`src/rtl/adc_cal_pkg.sv`:
```
package adc_cal_pkg;

    localparam int CAL_W = 16;
    localparam logic [CAL_W-1:0] CAL_UNITY = 16'h8000;

    typedef enum logic [1:0] {
        LD_IDLE = 2'd0,
        LD_REQ  = 2'd1,
        LD_WAIT = 2'd2
    } ld_state_e;

endpackage

```
`src/rtl/adc_cal_loader.sv`:
```
module adc_cal_loader
    import adc_cal_pkg::*;
#(
    parameter int NCH    = 4,
    parameter int NRANGE = 3,
    parameter int AW     = 8,
    parameter int RW     = 2
) (
    input  logic                      clk,
    input  logic                      rst_n,
    input  logic [RW-1:0]             range_sel,
    output logic                      rd_req,
    output logic [AW-1:0]             rd_addr,
    input  logic [7:0]                rd_data,
    input  logic                      rd_valid,
    output logic                      busy,
    output logic [NCH-1:0][CAL_W-1:0] off_o,
    output logic [NCH-1:0][CAL_W-1:0] gain_o
);

    localparam int NWORDS     = 2 * NCH;
    localparam int LOAD_BYTES = 2 * NWORDS;
    localparam int REC_BYTES  = LOAD_BYTES + 2;
    localparam int BIDX_W     = $clog2(LOAD_BYTES);
    localparam logic [BIDX_W-1:0] LAST_BYTE = BIDX_W'(LOAD_BYTES - 1);

    typedef struct packed {
        ld_state_e                    st;
        logic [RW-1:0]                tgt;
        logic                         tgt_ok;
        logic                         pend;
        logic [RW-1:0]                pend_rng;
        logic [BIDX_W-1:0]            bidx;
        logic [NWORDS-1:0][CAL_W-1:0] stage;
        logic [NCH-1:0][CAL_W-1:0]    off;
        logic [NCH-1:0][CAL_W-1:0]    gain;
    } ld_regs_t;

    ld_regs_t q, d;

    logic              sel_ok;
    logic              start;
    logic [RW-1:0]     start_rng;
    logic [BIDX_W-2:0] widx;

    assign sel_ok = int'(range_sel) < NRANGE;
    assign widx   = q.bidx[BIDX_W-1:1];

    always_comb begin
        d         = q;
        start     = 1'b0;
        start_rng = q.tgt;
        case (q.st)
            LD_IDLE: begin
                if (q.pend) begin
                    start     = 1'b1;
                    start_rng = q.pend_rng;
                    d.pend    = 1'b0;
                end else if (sel_ok && (!q.tgt_ok || range_sel != q.tgt)) begin
                    start     = 1'b1;
                    start_rng = range_sel;
                end
            end
            LD_REQ: begin
                d.st = LD_WAIT;
            end
            LD_WAIT: begin
                if (rd_valid) begin
                    if (q.bidx[0]) d.stage[widx][15:8] = rd_data;
                    else           d.stage[widx][7:0]  = rd_data;
                    if (q.bidx == LAST_BYTE) begin
                        for (int c = 0; c < NCH; c++) begin
                            d.off[c]  = d.stage[c];
                            d.gain[c] = d.stage[NCH + c];
                        end
                        d.st = LD_IDLE;
                    end else begin
                        d.bidx = q.bidx + 1'b1;
                        d.st   = LD_REQ;
                    end
                end
            end
            default: d.st = LD_IDLE;
        endcase
        // a legal change seen while loading is held for the next load
        if (q.st != LD_IDLE && sel_ok && range_sel != q.tgt) begin
            d.pend     = 1'b1;
            d.pend_rng = range_sel;
        end
        if (start) begin
            d.tgt    = start_rng;
            d.tgt_ok = 1'b1;
            d.bidx   = '0;
            d.st     = LD_REQ;
        end
    end

    always_ff @(posedge clk or negedge rst_n) begin
        if (!rst_n) begin
            q <= '0;
            for (int c = 0; c < NCH; c++) q.gain[c] <= CAL_UNITY;
        end else begin
            q <= d;
        end
    end

    assign rd_req  = (q.st == LD_REQ);
    assign rd_addr = AW'(int'(q.tgt) * REC_BYTES + int'(q.bidx));
    assign busy    = (q.st != LD_IDLE);
    assign off_o   = q.off;
    assign gain_o  = q.gain;

    p_req_pulse_r10: assert property (@(posedge clk) disable iff (!rst_n)
        rd_req |=> !rd_req);

    p_addr_bound_r2: assert property (@(posedge clk) disable iff (!rst_n)
        rd_req |-> (int'(rd_addr) < NRANGE * REC_BYTES) &&
                   ((int'(rd_addr) % REC_BYTES) < LOAD_BYTES));

    p_coef_hold_r5: assert property (@(posedge clk) disable iff (!rst_n)
        !busy |=> ($stable(off_o) && $stable(gain_o)));

    p_commit_drop_r5: assert property (@(posedge clk) disable iff (!rst_n)
        (q.st == LD_WAIT && rd_valid && q.bidx == LAST_BYTE) |=> !busy);

    p_idle_rsp_r10: assert property (@(posedge clk) disable iff (!rst_n)
        (q.st == LD_IDLE && rd_valid) |=> $stable(q.stage));

endmodule

```
`src/rtl/adc_cal_chan.sv`:
```
module adc_cal_chan
    import adc_cal_pkg::*;
(
    input  logic             clk,
    input  logic             rst_n,
    input  logic             in_valid,
    input  logic [CAL_W-1:0] x,
    input  logic [CAL_W-1:0] off,
    input  logic [CAL_W-1:0] gain,
    output logic             out_valid,
    output logic [CAL_W-1:0] y
);

    typedef struct packed {
        logic             v1;
        logic [CAL_W:0]   sum;
        logic [CAL_W-1:0] g1;
        logic             v2;
        logic [CAL_W-1:0] y;
    } ch_regs_t;

    ch_regs_t q, d;

    logic signed [2*CAL_W+1:0] prod;
    logic signed [2*CAL_W+1:0] shr;

    always_comb begin
        d     = q;
        // stage 1: widen and add offset; capture the gain beside it
        d.v1  = in_valid;
        d.sum = {x[CAL_W-1], x} + {off[CAL_W-1], off};
        d.g1  = gain;
        // stage 2: Q1.15 scale, floor shift, clamp
        prod  = $signed(q.sum) * $signed({1'b0, q.g1});
        shr   = prod >>> 15;
        d.v2  = q.v1;
        if (shr > 34'sd32767)       d.y = 16'h7FFF;
        else if (shr < -34'sd32768) d.y = 16'h8000;
        else                        d.y = shr[CAL_W-1:0];
    end

    always_ff @(posedge clk or negedge rst_n) begin
        if (!rst_n) q <= '0;
        else        q <= d;
    end

    assign out_valid = q.v2;
    assign y         = q.y;

    p_lat_r9: assert property (@(posedge clk) disable iff (!rst_n)
        in_valid |=> ##1 out_valid);

    p_bubble_r9: assert property (@(posedge clk) disable iff (!rst_n)
        !in_valid |=> ##1 !out_valid);

    p_unity_r8: assert property (@(posedge clk) disable iff (!rst_n)
        (q.v1 && q.g1 == CAL_UNITY &&
         $signed(q.sum) <= 17'sd32767 && $signed(q.sum) >= -17'sd32768)
        |=> (y == $past(q.sum[CAL_W-1:0])));

endmodule

```
`src/rtl/adc_cal_corrector.sv`:
```
module adc_cal_corrector
    import adc_cal_pkg::*;
#(
    parameter int NCH    = 4,
    parameter int NRANGE = 3,
    parameter int AW     = 8,
    parameter int RW     = 2
) (
    input  logic                 clk,
    input  logic                 rst_n,
    input  logic [RW-1:0]        range_sel,
    output logic                 rd_req,
    output logic [AW-1:0]        rd_addr,
    input  logic [7:0]           rd_data,
    input  logic                 rd_valid,
    output logic                 busy,
    input  logic                 s_valid,
    input  logic [NCH*CAL_W-1:0] s_data,
    output logic                 m_valid,
    output logic [NCH*CAL_W-1:0] m_data
);

    logic [NCH-1:0][CAL_W-1:0] off_w;
    logic [NCH-1:0][CAL_W-1:0] gain_w;
    logic [NCH-1:0]            lane_valid;

    adc_cal_loader #(
        .NCH    (NCH),
        .NRANGE (NRANGE),
        .AW     (AW),
        .RW     (RW)
    ) u_loader (
        .clk       (clk),
        .rst_n     (rst_n),
        .range_sel (range_sel),
        .rd_req    (rd_req),
        .rd_addr   (rd_addr),
        .rd_data   (rd_data),
        .rd_valid  (rd_valid),
        .busy      (busy),
        .off_o     (off_w),
        .gain_o    (gain_w)
    );

    for (genvar c = 0; c < NCH; c++) begin : g_lane
        adc_cal_chan u_chan (
            .clk       (clk),
            .rst_n     (rst_n),
            .in_valid  (s_valid),
            .x         (s_data[c*CAL_W +: CAL_W]),
            .off       (off_w[c]),
            .gain      (gain_w[c]),
            .out_valid (lane_valid[c]),
            .y         (m_data[c*CAL_W +: CAL_W])
        );
    end

    assign m_valid = &lane_valid;

    p_lanes_agree_r9: assert property (@(posedge clk) disable iff (!rst_n)
        (lane_valid == '0) || (&lane_valid));

endmodule

```
`config.mk`:
```
export PLATFORM = sky130hd
export DESIGN_NAME = adc_cal_corrector
export DESIGN_NICKNAME = d
export VERILOG_FILES = /design/src/rtl/adc_cal_pkg.sv /design/src/rtl/adc_cal_loader.sv /design/src/rtl/adc_cal_chan.sv /design/src/rtl/adc_cal_corrector.sv
export SDC_FILE = /design/constraint.sdc
export NUM_CORES = 2
export LEC_CHECK = 0
export BUFFER_PORTS_ARGS = -buffer_cell sky130_fd_sc_hd__buf_2
export CORE_MARGIN = 2
export CORE_UTILIZATION = 40
export CTS_CLUSTER_DIAMETER = 100
export DETAILED_ROUTE_END_ITERATION = 10
export PLACE_DENSITY = 0.56
export REMOVE_ABC_BUFFERS = 1
export SETUP_SLACK_MARGIN = 0.1
export SYNTH_ARGS = -nofsm -noshare
export SYNTH_HDL_FRONTEND = slang
export SYNTH_SLANG_ARGS = --single-unit
```
`constraint.sdc`:
```
create_clock -name clk -period 9.6 [get_ports clk]
set_input_delay 0.96 -clock clk [delete_from_list [all_inputs] [get_ports clk]]
set_output_delay 0.96 -clock clk [all_outputs]
set_load 0.02 [all_outputs]
```
==> flow_summary.yaml <==
outcome:
  outcome: "complete, no violations"
layout:
  design_area_um2: 64300
  areaGrowthSynthToFinish_pct: 6.51
  layout-drive-gt1-share: 0.0678
  mostFrequentLayoutCell: "inv_1"
  nets: 7744
  fillers: 14720
  final_cell_mix: "inv_1, fa_1, nand2_1"
global_routing:
  grt-ovfl-total: 0
  grt_pass1_vias: 42982
  grt_max_degree: 171
  antenna_found_initial: 8
  grt_use_total: 0.191
  grt_pass1_wl_mm: 233
logic_synthesis:
  syn_inst: 6233
  yosys_warnings: 0
  synth_edf_count: 0
  ys_types: 68
  seq_area_frac_synth: 0.193
  ys.flop_type: "dfrtp_1"
  ys_ff_latch: 466
  avgSynthCellArea_um2: 9.69
  synthesis.area_um2: 60400
  async_flop_share: 1.00
min_path:
  worstHoldPathType: "input port to async pin"
power:
  ir_worst_vdd_v: 0.000137
  power_density_nw_per_um2: 75.6
  total_power_uw: 4870
  leakage_uw: 0.0341
timing:
  worstMarginPinSlew_ns: 1.11
  min_period_over_period: 0.838
  finalCriticalPeriod_ns: 8.04
  finalMaxSlewViolations: 0
  slew_headroom: 0.258
  fmax_mhz: 124
  fin_setup_tns_ns: 0
  hold_viol: 0
  fin_skew_ns: 0.0312
  post-route-worst-setup-slack_ns: 1.56
  setup_viol: 0
  rsz0062_at_grt: "no"
clocking:
  cts_sinks: 466
  cts_max_path_buffers: 3
  htreeDepth: 2
  cts_tree: "built"
  cts-resized-gates: 0
  root_buffer: "clkbuf_16"
  cts.clk_slew.worst_paths_ns: 0.06
  clock_latency_ns: 0.66
  numCtsBuffers: 56
  hold_buffers: 0
  cts_setup_buffers: 0
placement:
  dp_slack_ns: 1.49
  dpl_cell_area_um2: 62400
  gp_congestion: 0.853
  port_buffers: 151
  hpwl_mm: 110
floorplanning:
  dieHeight_um: 393
  rows: 142
  die-area_um2: 154000
  start_util: 0.403
  die_w_um: 393
  core_area_um2: 150000
  ioPinCount: 153
critical_path:
  r2r_setup_slack_ns: 1.56
  reg2regPathDepth: 21
  cp.arrival_ns: 8.51
  criticalPathCategory: "register to register"
  critPathCaptureType: "register"
  start_kind: "register"
  cp_max_fo: 17
  worstPathRequired_ns: 10.06
detailed_routing:
  wl_mm: 140
  vias_per_cell: 4.82
  drc: 0
  wl_per_cell_um: 17.0
  drt_pass1_iterations: 5
  via_count: 39568
  first_iter_violations: 1907
  detail-route-antenna-nets: 0
job:
  drv_cap: 0
flip-flops by register name, summed over array words and instances, names as in the netlist:
register,flops
g_lane.u_chan.y,64
g_lane.u_chan.out_valid,1
u_loader.q,140
u_loader.gain_o,64
g_lane.u_chan.q,132
u_loader.off_o,64
g_lane.u_chan.d,1
cells by family (layout without fill, tap and decap cells):
family / Yosys count / after routing / share of synthesized area
xor gates and xnor gates: 146 / 146 / 0.0212
adders and majority gates: 1520 / 1520 / 0.453
muxes: 263 / 263 / 0.0462
other: 1 / 5 / 0.0000621
DFF: 466 / 466 / 0.193
AOI/OAI and AO/OA: 527 / 527 / 0.0524
buffers and inverters: 1756 / 1715 / 0.113
and+or+nand+nor: 1554 / 1554 / 0.120
cell type report:
class | count | area [µm²] | area share
sequential | 466 | 11700 | 0.181
tap | 2016 | 2520 | 0.0392
multi-input combinational | 4011 | 41900 | 0.652
clock buffer | 76 | 1580 | 0.0245
inverter | 1446 | 5430 | 0.0844
timing repair buffer | 165 | 883 | 0.0137
antenna | 4 | 10.0 | 0.000156
clock inverter | 28 | 319 | 0.00496
path summary, 6_finish.rpt:
check                                          to              startpoint
setup / recovery            g_lane[1].u_chan.y[0]  g_lane[1].u_chan.q[19]
hold / removal              g_lane[2].u_chan.y[0]                   rst_n
setup reg to reg            g_lane[1].u_chan.y[0]  g_lane[1].u_chan.q[19]
hold reg to reg            g_lane[2].u_chan.q[30]     u_loader.gain_o[45]
max in group asynchronous  g_lane[0].u_chan.q[43]                   rst_n
min in group clk           g_lane[2].u_chan.q[30]     u_loader.gain_o[45]
critical path, cell delays in order (launching register included):
cell and delay (ns):
dfrtp_1 0.77, nand2_1 0.27, fa_1 0.77, fa_1 0.54
inv_1 0.32, fa_1 0.50, fa_1 0.51, fa_1 0.49
inv_1 0.05, fa_1 0.47, inv_1 0.04, ha_1 0.32
and3_1 0.20, and4_1 0.22, nand2_1 0.07, o211ai_1 0.08
a31oi_1 0.40, o211ai_1 0.23, a21oi_1 0.36, a31oi_1 0.14
o2111ai_1 0.86, o21ai_0 0.24
power breakdown:
group	switching, µW	leakage (µW)	internal [µW]
Combinational	307	0.0269	179
Sequential	142	0.00629	2050
Clock	920	0.000926	1270
metal layers:
layer,part of all wire,global-route usage,routed length [µm],up-vias
met5,0.00042,0,59,-
met4,0.020,0.0457,2850,8
met3,0.041,0.0220,5760,152
met2,0.48,0.313,66700,658
met1,0.46,0.271,64500,20345
li1,-,-,-,18405
metrics by stage:
| step | util | instances | hold slack, ns |
|---|---|---|---|
| floorplan | - | 5923 | 0.331 |
| global placement | 0.416 | 8104 | 0.336 |
| detailed placement | 0.416 | 8104 | 0.339 |
| CTS | 0.429 | 8208 | 0.272 |
| global route | 0.429 | 8211 | 0.304 |
| finish | 0.429 | 8212 | 0.265 |
synth_stat cells (16+ instances only):
cell type  count  area [µm²]
and3_1        16         100
o21ai_0      119         596
xor2_1        40         350
mux2_2       128        1440
nor2_1       232         871
fa_1        1113       22300
clkbuf_1     229         860
nor3_1        38         190
or3_1         16         100
mux2i_1      135        1350
nor2b_1       24         150
ha_1         407        5090
inv_1       1445        5420
nand3_1       27         135
a21oi_1      219        1100
buf_4         67         503
a21o_1        47         353
xnor2_1      106         928
dfrtp_1      462       11600
nand2_1      727        2730
and2_1       431        2700
Power figures use the tool's default switching activity.
